### config.mk
export PLATFORM = sky130hd
export DESIGN_NAME = rt_master_counter
export DESIGN_NICKNAME = d
export VERILOG_FILES = /design/src/rtl/mctr_pkg.sv /design/src/rtl/mctr_frac.sv /design/src/rtl/mctr_count.sv /design/src/rtl/mctr_regs.sv /design/src/rtl/rt_master_counter.sv
export SDC_FILE = /design/constraint.sdc
export NUM_CORES = 1
export LEC_CHECK = 0
export ABC_AREA = 1
export BUFFER_PORTS_ARGS = -buffer_cell sky130_fd_sc_hd__buf_2
export CORE_MARGIN = 1.5
export CORE_UTILIZATION = 60
export CTS_BUF_LIST = sky130_fd_sc_hd__clkbuf_8
export DETAILED_ROUTE_END_ITERATION = 10
export GPL_TIMING_DRIVEN = 0
export PLACE_DENSITY = 0.85
export SYNTH_ARGS = -nofsm -noshare
export SYNTH_HDL_FRONTEND = slang
export SYNTH_SLANG_ARGS = --single-unit
### constraint.sdc
create_clock -name clk_i -period 5.7 [get_ports clk_i]
set_clock_uncertainty 0.2 [all_clocks]
set_input_delay 0.57 -clock clk_i [delete_from_list [all_inputs] [get_ports clk_i]]
set_output_delay 0.57 -clock clk_i [all_outputs]
set_load 0.01 [all_outputs]
### src/rtl/mctr_pkg.sv
package mctr_pkg;

    // Byte offsets of the register port
    localparam int unsigned OFS_CNT_LO = 32'h00;
    localparam int unsigned OFS_CNT_HI = 32'h04;
    localparam int unsigned OFS_NUM    = 32'h10;
    localparam int unsigned OFS_DEN    = 32'h14;

endpackage

### src/rtl/mctr_frac.sv
module mctr_frac #(
    parameter int unsigned FRAC_W = 12
) (
    input  logic              clk_i,
    input  logic              rst_ni,
    input  logic [FRAC_W-1:0] num_i,
    input  logic [FRAC_W-1:0] den_i,
    input  logic              clear_i,
    output logic              step_o
);
    localparam int unsigned SUM_W = FRAC_W + 1;

    typedef struct packed {
        logic [FRAC_W-1:0] acc;
    } frac_st_t;

    frac_st_t st_d, st_q;
    logic [FRAC_W-1:0] acc_q;
    logic [FRAC_W-1:0] num_eff;
    logic [SUM_W-1:0]  sum;
    logic [SUM_W-1:0]  den_ext;

    assign acc_q = st_q.acc;

    always_comb begin
        num_eff = (num_i > den_i) ? den_i : num_i;
        den_ext = {1'b0, den_i};
        sum     = {1'b0, acc_q} + {1'b0, num_eff};
        st_d    = st_q;
        step_o  = 1'b0;
        if (clear_i || (den_i == '0)) begin
            st_d.acc = '0;
        end else if (sum >= den_ext) begin
            step_o   = 1'b1;
            st_d.acc = FRAC_W'(sum - den_ext);
        end else begin
            st_d.acc = sum[FRAC_W-1:0];
        end
    end

    always_ff @(posedge clk_i or negedge rst_ni) begin
        if (!rst_ni) begin
            st_q <= '0;
        end else begin
            st_q <= st_d;
        end
    end

endmodule

### src/rtl/mctr_count.sv
module mctr_count #(
    parameter int unsigned             CNT_W     = 64,
    parameter logic [CNT_W-1:0]        TICK_STEP = 188
) (
    input  logic             clk_i,
    input  logic             rst_ni,
    input  logic             step_i,
    input  logic             tick_i,
    output logic [CNT_W-1:0] count_o
);
    typedef struct packed {
        logic [CNT_W-1:0] cnt;
        logic [CNT_W-1:0] target;
    } cnt_st_t;

    cnt_st_t st_d, st_q;
    logic [CNT_W-1:0] next_target;

    always_comb begin
        next_target = st_q.target + TICK_STEP;
        st_d        = st_q;
        if (tick_i) begin
            st_d.target = next_target;
            st_d.cnt    = next_target;
        end else if (step_i) begin
            st_d.cnt = st_q.cnt + CNT_W'(1);
        end
    end

    always_ff @(posedge clk_i or negedge rst_ni) begin
        if (!rst_ni) begin
            st_q <= '0;
        end else begin
            st_q <= st_d;
        end
    end

    assign count_o = st_q.cnt;

endmodule

### src/rtl/mctr_regs.sv
module mctr_regs
    import mctr_pkg::*;
#(
    parameter int unsigned DATA_W = 32,
    parameter int unsigned ADDR_W = 8,
    parameter int unsigned FRAC_W = 12
) (
    input  logic                clk_i,
    input  logic                rst_ni,
    input  logic                wr_i,
    input  logic                rd_i,
    input  logic [ADDR_W-1:0]   addr_i,
    input  logic [DATA_W-1:0]   wdata_i,
    input  logic [2*DATA_W-1:0] count_i,
    output logic [DATA_W-1:0]   rdata_o,
    output logic [FRAC_W-1:0]   num_o,
    output logic [FRAC_W-1:0]   den_o,
    output logic                den_wr_o
);
    typedef struct packed {
        logic [DATA_W-1:0] num;
        logic [DATA_W-1:0] den;
        logic [DATA_W-1:0] hi;
    } reg_st_t;

    reg_st_t st_d, st_q;
    logic [DATA_W-1:0] hi_q;
    logic sel_lo, sel_hi, sel_num, sel_den;

    assign hi_q = st_q.hi;

    always_comb begin
        sel_lo  = (addr_i == ADDR_W'(OFS_CNT_LO));
        sel_hi  = (addr_i == ADDR_W'(OFS_CNT_HI));
        sel_num = (addr_i == ADDR_W'(OFS_NUM));
        sel_den = (addr_i == ADDR_W'(OFS_DEN));

        st_d = st_q;
        if (wr_i && sel_num) st_d.num = wdata_i;
        if (wr_i && sel_den) st_d.den = wdata_i;
        if (rd_i && sel_lo)  st_d.hi  = count_i[2*DATA_W-1:DATA_W];

        den_wr_o = wr_i && sel_den;

        if (sel_lo)       rdata_o = count_i[DATA_W-1:0];
        else if (sel_hi)  rdata_o = hi_q;
        else if (sel_num) rdata_o = st_q.num;
        else if (sel_den) rdata_o = st_q.den;
        else              rdata_o = '0;
    end

    always_ff @(posedge clk_i or negedge rst_ni) begin
        if (!rst_ni) begin
            st_q <= '0;
        end else begin
            st_q <= st_d;
        end
    end

    assign num_o = st_q.num[FRAC_W-1:0];
    assign den_o = st_q.den[FRAC_W-1:0];

endmodule

### src/rtl/rt_master_counter.sv
module rt_master_counter
    import mctr_pkg::*;
#(
    parameter int unsigned           DATA_W    = 32,
    parameter int unsigned           ADDR_W    = 8,
    parameter int unsigned           FRAC_W    = 12,
    parameter logic [2*DATA_W-1:0]   TICK_STEP = 188
) (
    input  logic                clk_i,
    input  logic                rst_ni,
    input  logic                reg_wr_i,
    input  logic                reg_rd_i,
    input  logic [ADDR_W-1:0]   reg_addr_i,
    input  logic [DATA_W-1:0]   reg_wdata_i,
    output logic [DATA_W-1:0]   reg_rdata_o,
    input  logic                slow_tick_i,
    output logic [2*DATA_W-1:0] count_o
);
    localparam int unsigned CNT_W = 2 * DATA_W;

    logic [FRAC_W-1:0] num;
    logic [FRAC_W-1:0] den;
    logic              den_wr;
    logic              step;
    logic [CNT_W-1:0]  count;

    mctr_regs #(
        .DATA_W (DATA_W),
        .ADDR_W (ADDR_W),
        .FRAC_W (FRAC_W)
    ) regs_i (
        .clk_i    (clk_i),
        .rst_ni   (rst_ni),
        .wr_i     (reg_wr_i),
        .rd_i     (reg_rd_i),
        .addr_i   (reg_addr_i),
        .wdata_i  (reg_wdata_i),
        .count_i  (count),
        .rdata_o  (reg_rdata_o),
        .num_o    (num),
        .den_o    (den),
        .den_wr_o (den_wr)
    );

    mctr_frac #(
        .FRAC_W (FRAC_W)
    ) frac_i (
        .clk_i   (clk_i),
        .rst_ni  (rst_ni),
        .num_i   (num),
        .den_i   (den),
        .clear_i (den_wr | slow_tick_i),
        .step_o  (step)
    );

    mctr_count #(
        .CNT_W     (CNT_W),
        .TICK_STEP (TICK_STEP)
    ) count_i (
        .clk_i   (clk_i),
        .rst_ni  (rst_ni),
        .step_i  (step),
        .tick_i  (slow_tick_i),
        .count_o (count)
    );

    assign count_o = count;

endmodule

---- Word-level counts from Yosys, hierarchy flattened ----
Index checks and enable logic that the tools add are counted.
cells by class
  reduce and logical (&&, ||, !) cells .... 7
  eq/ne operators ......................... 3
  $mul .................................... 0
  div/mod/pow operators ................... 0
  muxes and demuxes ....................... 11
  magnitude comparators ................... 2
  add/subtract/negate cells ............... 4
  bitwise logic cells ..................... 1
  shifts and indexed selects .............. 0
operator list
  cell                                                                    count
  32-bit two-way mux                                                      4
  64-bit two-way mux                                                      2
  64-bit by 1-bit adder with 64-bit output (second input constant)        1
  64-bit by 8-bit adder with 64-bit output (second input constant)        1
  12-bit two-way mux                                                      3
  8-bit by 5-bit equality test with 1-bit output (second input constant)  2
  12-bit by 12-bit adder with 13-bit output                               1
  13-bit by 12-bit greater-or-equal comparator with 1-bit output          1
  12-bit greater-than comparator                                          1
  12-bit logical NOT                                                      1
  12-bit subtractor                                                       1
  8-bit by 3-bit equality test with 1-bit output (second input constant)  1
  8-bit logical NOT                                                       1
  1-bit logical AND                                                       3
  1-bit two-way mux                                                       2
  2-bit nonzero test                                                      1
  1-bit logical OR                                                        1
  1-bit bitwise OR                                                        1
storage, ports and cells
  word-level logic and storage cells ...... 34
  register bits ........................... 236
  ROM bits ................................ 0
  output and inout bits ................... 96
  latch bits .............................. 0
  input port bits ......................... 45
  RAM bits ................................ 0
  memories kept ........................... 0

---- Depth between registers and ports, before layout ----
Gate-level depths: netlist of run 1.
  depth in word-level cells ............... 8
  mapped depth ............................ 34
  gate-level depth less buffers ........... 32

---- By module ----
From an unflattened synthesis of run 1, not the netlist that was laid out.
second synthesis, totals
  cell total of the unflattened synthesis .. 2535
  area, all modules ....................... 16987.5 um^2
by module, submodules not included
  module             times used  area each (um^2)  sequential area each (um^2)  cells each
  mctr_count         1           9636.7            3153.0                       1523
  mctr_regs          1           5007.3            2402.3                       648
  mctr_frac          1           2332.2            300.3                        361
  rt_master_counter  1           11.3              0.0                          3

---- Worst setup path before layout of run 1 ----
OpenSTA, ideal clock, no wires.
  kind .................................... reg2reg
  from .................................... reg regs_i.st_q (netlist bit regs_i.den_o[3])
  to ...................................... reg count_i.st_q (netlist bit count_i.count_o[54])
  data required time ...................... 5.383 ns
  library setup time ...................... 0.117 ns
  period minus slack after synthesis ...... 4.742 ns
  data arrival time ....................... 4.425 ns
  buffers on the path ..................... 3
  stages on the path, launching flop included .. 35
  path slack .............................. 0.958 ns
  cells stage by stage .................... dfrtp_1 > inv_1 > ha_1 > a21oi_1 > o211ai_1 > nand2_1 > o2111ai_1 > nand2_1 > clkbuf_1 > nand2_1 > o21ai_0 > ha_1 > inv_1 > fa_1 > inv_1 > nand3_1 > nand2_1 > nand2_1 > o21ai_0 > xor2_1 > inv_1 > ha_1 > nand2_1 > nor2_1 > nand3_1 > nand3_2 > nand2_2 > nand2_2 > nand2_2 > nand2_4 > nand2_4 > buf_12 > buf_8 > nand3_1 > nand2_1
on the way
  word-level cells in the longest chain between the ends .. 7
  elaborated cells on any way between the ends .. 9
  classes of those cells .................. add/sub: 1; order compare: 2; mux: 3; reduce/logical: 3
RTL lines
  element                                                         RTL line          text
  start, declared                                                 mctr_regs.sv:26   reg_st_t st_d, st_q;
  start signal, assigned                                          mctr_regs.sv:56   st_q <= st_d;
  12-bit greater-than comparator                                  mctr_frac.sv:26   num_eff = (num_i > den_i) ? den_i : num_i;
  12-bit two-way mux                                              mctr_frac.sv:26
  12-bit by 12-bit adder with 13-bit output                       mctr_frac.sv:28   sum = {1'b0, acc_q} + {1'b0, num_eff};
  13-bit by 12-bit greater-or-equal comparator with 1-bit output  mctr_frac.sv:33   end else if (sum >= den_ext) begin
  1-bit two-way mux                                               mctr_frac.sv:33
  1-bit two-way mux (*)                                           mctr_frac.sv:31   if (clear_i || (den_i == '0)) begin
  2-bit nonzero test (no line) (*)                                n/a
  end signal, assigned                                            mctr_count.sv:34  st_q <= st_d;
  end, declared                                                   mctr_count.sv:16  cnt_st_t st_d, st_q;
Every way passes the cells marked *; elsewhere a longest branch is shown, timed or not.
A chain may end at the register's enable or synchronous reset.

---- Final worst setup path of run 1 ----
  from .................................... reg regs_i.st_q (netlist bit regs_i.den_o[10])
  to ...................................... reg count_i.st_q (netlist bit count_i.count_o[56])
Same word-level chain as after synthesis.

==> impl_metrics.yaml, run 1 <==
drt:
  routed_wirelength_mm: 62.24
  drc_errors: 0
  first_iter_violations: 2128
  post_drt_wl_per_cell_um: 20.45
  ant_nets: 0
  firstDrtPassIters: 9
  vias_per_cell: 5.914
  routed-via-count: 17997
yosys:
  netlist.area_leader.share_pct: 35.41
  syn-cell-area_um2: 16540
  yosys-top-cells-count: "nand2_1, nor2_1, inv_1"
  synth_area_leaders: "dfrtp_1, nand2_1, o21ai_0"
  yosys.area.top_type: "dfrtp_1"
  yosys_warnings: 0
  synth_edf_count: 0
  syn-instance-count: 2475
  synth_nets: 2560
  synthArstFlopShare_pct: 100.0
  synth.most_common_cell: "nand2_1"
  synth-seq-cells: 234
  syn_avg_cell_area_um2: 6.681
  yosysUniqueCellTypes: 45
  seq_area_frac_synth_pct: 35.41
  ys.flop_type: "dfrtp_1"
layout:
  nets: 2757
  drive_gt1_share_pct: 15.06
  seq_area_um2: 5856
  nFillCells: 2373
  num_antenna_cells: 0
  finalInstanceArea_um2: 18710
  area_growth_pct: 13.14
  final_util_pct: 69.22
  multiInputGateArea_um2: 8944
sta:
  max-slew-margin-rel_pct: 35.70
  max_freq_ghz: 0.1841
  worst_pin_slew_ns: 0.9645
  finalHoldViolations: 0
  min_period_ns: 5.432
  maxSlewViolCount: 0
  finalSetupViolations: 0
  fin_crit_sh_pct: 95.29
setup_path:
  arrival_ns: 5.68
  endpoint_kind: "flop"
  max_stage_delay_ns: 0.41
  reg2reg_from: "regs_i.den_o[10]"
  start_kind: "flop"
  crit_top_cell: "nand2_1"
  critPathKind: "flop to flop"
  critPathRequiredTime_ns: 5.94
  cpMaxStageDelayCell: "fa_1"
  cp_max_fo: 10
  startpoint: "regs_i.den_o[10]"
global_routing:
  grt_overflow_total: 0
  grt_max_degree: 122
  grt_pass1_wl_mm: 94.72
  grt.total_usage_pct: 43.69
  antenna_found_initial: 0
  grt_pass1_vias: 17086
clocking:
  cts_buffers: 41
  insertion_delay_ns: 0.57
  clockBufferDepth: 3
  clkSinkCount: 234
  htree_levels: 2
  clkTransAtPathRegs_ns: 0.06
  cts_tree: "done"
  root_buffer: "clkbuf_8"
floorplan:
  die_h_um: 169.0
  die-area_um2: 28560
  rows: 60
  ios: 141
  fp.dieW_um: 169.0
  start_util_pct: 61.19
  core_um2: 27030
placement:
  post_dp_cell_area_um2: 17700
  port-buffer-count: 139
  globalplace.congestion: 1.054
  post-dp-hpwl_mm: 48.87
worst_hold_path:
  hold_path_class: "input pin to flop"
  hold_start: "reg_wdata_i[6]"
pwr:
  p_sw_share_pct: 37.86
  power_frac_seq_pct: 43.0
  p_leak_uw: 0.009428
  powerDensity_nw_per_um2: 281.6
  combinationalPowerShare_pct: 26.1
  p_clk_share_pct: 30.9
  power.internal_uw: 3273
  p_sw_uw: 1994
  ir_worst_vdd_mv: 0.2744
run_status:
  outcome: "complete, no violations"
run:
  maxCapViolCount: 0
kinds of logic after synthesis:
family          share of synthesized area (%)
fa+ha+maj                               3.117
compound gates                          8.354
flops                                   35.41
xor+xnor                                3.284
buf+inv                                 10.77
mux                                    0.8172
simple gates                            38.25
critical path: cells and delay by family, from the launching register on:
kind	cells	cell delay [ns]
and+or+nand+nor	18	1.95
DFF	1	0.32
AOI/OAI and AO/OA	3	0.45
xor gates and xnor gates	1	0.22
adders and majority gates	4	1.24
buffers and inverters	7	0.90
what timing repair did:
item / 4_1_cts / 5_1_grt
setup buffers: 6 / 7
setup endpoints to repair: 63 / 76
hold buffers: 1 / 0
gates resized for setup: 5 / 26
endpoints found under the hold margin: 120 / 0
pin swaps: 1 / 4
power groups by stage:
stage | clock [uW] | sequential, uW | combinational [uW]
global route | 1680 | 2280 | 1510
global placement | 0 | 2260 | 1270
finish | 1630 | 2260 | 1380
CTS | 1610 | 2240 | 1330
detailed placement | 0 | 2270 | 1310
floorplan | 0 | 2110 | 906
cell type report:
class                   count  area share (%)
well taps                 341           2.281
repair buffers            154           4.494
clock inverters            21          0.6287
inverters                 242           4.856
clock buffers              52           3.826
plain buffers             140           4.809
flip-flops and latches    234           31.30
multi-input cells        1859           47.81
cells in the final DEF, fill, tap and decap left out, types with 4 or more instances in the layout:
cell       instances
clkbuf_8          52
buf_4             83
buf_2            148
xnor2_1           18
clkinv_2           7
nand2_1          938
nor2_1           263
and2_1             5
o21bai_1           4
nand3b_1           4
o21ai_1            5
nand2_2            7
a21oi_1           34
o21ai_0          199
buf_1              6
dfrtp_1          234
buf_8              6
nand3_2           51
nand4_1           37
ha_1              36
nor2_2             8
nor3_1            13
o2111ai_1         12
inv_1            245
inv_2              8
clkbuf_1          44
xor2_1            43
nand3_1          140
mux2_2            12
path summary, 6_finish.rpt:
| path | end | slack, ns | cells past startpoint |
|---|---|---|---|
| max | count_i.count_o[56] | 0.27 | 33 |
| min | regs_i.den_o[6] | 0.04 | 3 |
| max reg2reg | count_i.count_o[56] | 0.27 | 33 |
| min reg2reg | regs_i.st_q[83] | 0.28 | 2 |
| max in group asynchronous | count_i.st_q[43] | 3.64 | 3 |
| min in group asynchronous | frac_i.acc_q[4] | 0.43 | 2 |
sequential cells by signal, summed over array words and instances (netlist names):
signal and flops:
regs_i.hi_q 32, count_i.st_q 62, regs_i.den_o 12, frac_i.acc_q 12
regs_i.num_o 12, count_i.count_o 64, regs_i.st_q 40
layer usage:
| metal | part of all wire (%) | track usage (%) | up-vias |
|---|---|---|---|
| met1 | 38 | 54.98 | 8354 |
| li1 | - | - | 8192 |
| met3 | 9.8 | 7.248 | 258 |
| met5 | 0 | 0 | - |
| met2 | 45 | 70.03 | 1193 |
| met4 | 7.4 | 28.32 | 0 |
per-stage QoR:
stage / std cells / hold slack (ns) / total power, uW / setup slack (ns) / TNS, ns
4_1_cts: 3036 / 0.04112 / 5183 / 0.02719 / 0
2_1_floorplan: 2475 / 0.07441 / 3019 / 0.9583 / 0
3_5_place_dp: 2956 / 0.2742 / 3579 / -0.09889 / -3.138
3_3_place_gp: 2955 / 0.2658 / 3530 / -0.2851 / -59.60
6_report: 3043 / 0.04292 / 5268 / 0.2682 / 0
5_1_grt: 3043 / 0.07454 / 5472 / -0.03825 / -0.1167
No activity file was read; power rests on OpenSTA's default activity.
==> run 2: changes to the inputs <==
GPL_ROUTABILITY_DRIVEN = 0   (was unset)
SYNTH_HIERARCHICAL = 1   (was unset)
==> impl_metrics.yaml, run 2 <==
floorplan:
  die-area_um2: 29330
  core_um2: 27860
  die_h_um: 171.3
  fp.dieW_um: 171.3
  ios: 141
  start_util_pct: 60.98
  rows: 61
layout:
  final_common_cell: "nand2_1"
  drive_gt1_share_pct: 17.36
  area_growth_pct: 13.60
  largest_reg_flops: 64
  nFillCells: 2271
  num_antenna_cells: 0
  final_util_pct: 69.27
  final_cell_mix: "nand2_1, nor2_1, dfrtp_1, nand3_1, inv_1"
  nets: 2814
setup_path:
  critPathRequiredTime_ns: 5.93
  endpoint_kind: "flop"
  start_kind: "flop"
  r2r_cells: 32
  r2r_end: "count_i/count_o[19]"
  critPathKind: "flop to flop"
  max_stage_delay_ns: 0.40
  crit_top_cell: "nand2_1"
  cp_max_fo: 10
  arrival_ns: 5.79
  rrSetupSlack_ns: 0.14
  cpMaxStageDelayCell: "dfrtp_1"
  reg2reg_from: "regs_i/den_o[10]"
global_routing:
  grt.total_usage_pct: 43.12
  grt_pass1_vias: 17978
  grt_pass1_wl_mm: 96.10
  antenna_found_initial: 1
  grt_overflow_total: 0
  grt_max_degree: 121
yosys:
  synth_edf_count: 0
  yosys-top-cells-count: "nand2_1, nor2_1, dfrtp_1"
  ys.flop_type: "dfrtp_1"
  synth-seq-cells: 234
  synth_nets: 2620
  netlist.area_leader.share_pct: 34.47
  seq_area_frac_synth_pct: 34.47
  yosys_warnings: 6
  synth_area_leaders: "dfrtp_1, nand2_1, nand3_1"
  syn-instance-count: 2535
  syn-cell-area_um2: 16990
  yosysUniqueCellTypes: 50
  yosys.area.top_type: "dfrtp_1"
  synth.most_common_cell: "nand2_1"
  syn_avg_cell_area_um2: 6.701
  synthArstFlopShare_pct: 100.0
sta:
  max-slew-margin-rel_pct: 40.50
  fin_crit_sh_pct: 97.46
  finalHoldViolations: 0
  maxSlewViolCount: 0
  finalSetupViolations: 0
  min_period_ns: 5.555
  fin_setup_tns_ns: 0
  worst_pin_slew_ns: 0.8925
  max_freq_ghz: 0.1800
  hold_slack_ns: 0.01539
drt:
  vias_per_cell: 6.111
  routed-via-count: 19171
  first_iter_violations: 3301
  drc_errors: 0
  post_drt_wl_per_cell_um: 20.21
  firstDrtPassIters: 10
  ant_nets: 0
  routed_wirelength_mm: 63.41
placement:
  post-dp-hpwl_mm: 46.37
  port-buffer-count: 140
clocking:
  insertion_delay_ns: 0.59
  clockBufferDepth: 3
  cts_tree: "done"
  cts_buffers: 42
  clkSinkCount: 234
  root_buffer: "clkbuf_8"
  htree_levels: 2
  clkTransAtPathRegs_ns: 0.07
pwr:
  powerDensity_nw_per_um2: 372.2
  combinationalPowerShare_pct: 42.2
  ir_worst_vdd_mv: 0.1853
  p_sw_share_pct: 43.59
  p_sw_uw: 3131
  p_clk_share_pct: 22.9
  p_leak_uw: 0.009644
  total_power_uw: 7184
  power.internal_uw: 4052
  power_frac_seq_pct: 35.0
worst_hold_path:
  hold_start: "reg_wdata_i[6]"
  hold_end: "regs_i/den_o[6]"
  hold_path_class: "input pin to flop"
  hold_depth: 3
run_status:
  outcome: "complete, no violations"
run:
  maxCapViolCount: 0
-- run 2: changes by cell type in the layout (fill, tap and decap cells not counted), moves of 19 or more --
cell,delta
nand3_1,+82
inv_1,-73
o21ai_0,-79
buf_4,+28
o21ai_1,+51
nand2_2,+19
nor2_4,+25
nand3_2,-46
clkbuf_1,-26
nand4_1,+35
-- run 2: worst max path at each step --
stage,start,endpoint,slack (ns),depth (start not counted)
after floorplan,regs_i/den_o[11],count_i/count_o[15],0.54,35
final,regs_i/den_o[10],count_i/count_o[19],0.14,32
after detailed placement,regs_i/den_o[3],count_i/count_o[18],-0.93,32
after global placement,regs_i/den_o[3],count_i/count_o[5],-0.67,33
after global routing,regs_i/den_o[10],count_i/count_o[50],-0.005,34
after CTS,regs_i/den_o[3],count_i/count_o[20],0.05,33
-- run 2: power by group through the flow --
stage	clock network [uW]	registers, uW	logic, uW
2_1_floorplan	0	2310	1970
3_3_place_gp	0	2480	2650
3_5_place_dp	0	2490	2740
4_1_cts	1640	2470	2800
5_1_grt	1720	2530	3280
6_report	1640	2510	3030
-- run 2: routing by layer --
layer  GRT usage, %  share of wire, %  up-vias
li1               -                 -     8468
met1          52.94                35     8703
met2          65.02                42     1600
met3          14.43                15      396
met4          27.35               8.0        4
met5          1.217             0.066        -
-- run 2: kinds of logic (layout without fill, tap and decap cells) --
group / Yosys count / in the layout / share of synthesized area (%)
AO/OA/AOI/OAI: 260 / 260 / 8.308
adder cells (fa/ha/maj): 40 / 40 / 3.035
flip-flops: 234 / 234 / 34.47
buffers and inverters: 355 / 579 / 10.70
AND/OR/NAND/NOR: 1587 / 1587 / 40.44
XOR/XNOR: 59 / 59 / 3.042
-- run 2: stage by stage --
stage          cells  instance area (um^2)  setup WS [ns]
2_1_floorplan   2535                 16990         0.5368
3_3_place_gp    3053                 18160        -0.6668
3_5_place_dp    3054                 18200        -0.9337
4_1_cts         3131                 19140        0.04669
5_1_grt         3137                 19300      -0.005481
6_report        3137                 19300         0.1446
-- run 2: layout make-up --
| cell class | count | area [um^2] | share of cell area (%) |
|---|---|---|---|
| buffer | 173 | 1172 | 6.075 |
| clock buffer | 50 | 688.2 | 3.566 |
| inverter | 180 | 678.2 | 3.514 |
| tap | 378 | 473.0 | 2.451 |
| timing repair buffer | 152 | 835.8 | 4.331 |
| multi-input combinational | 1946 | 9429 | 48.86 |
| clock inverter | 24 | 166.4 | 0.8623 |
| sequential | 234 | 5856 | 30.34 |
-- run 2: critical path, delay by kind of cell, from the launching register on --
family          cells  cell delay [ns]
flops               1             0.40
fa+ha+maj           4             1.19
buf+inv             7             0.95
xor+xnor            1             0.09
simple gates       16             1.85
compound gates      4             0.74
-- run 2: timing repair --
action / in CTS / in global routing
pin swaps: 2 / 3
gates resized for setup: 19 / 32
endpoints found under the hold margin: 114 / 0
hold buffers: 1 / 0
setup buffers: 3 / 7
setup endpoints to repair: 63 / 64
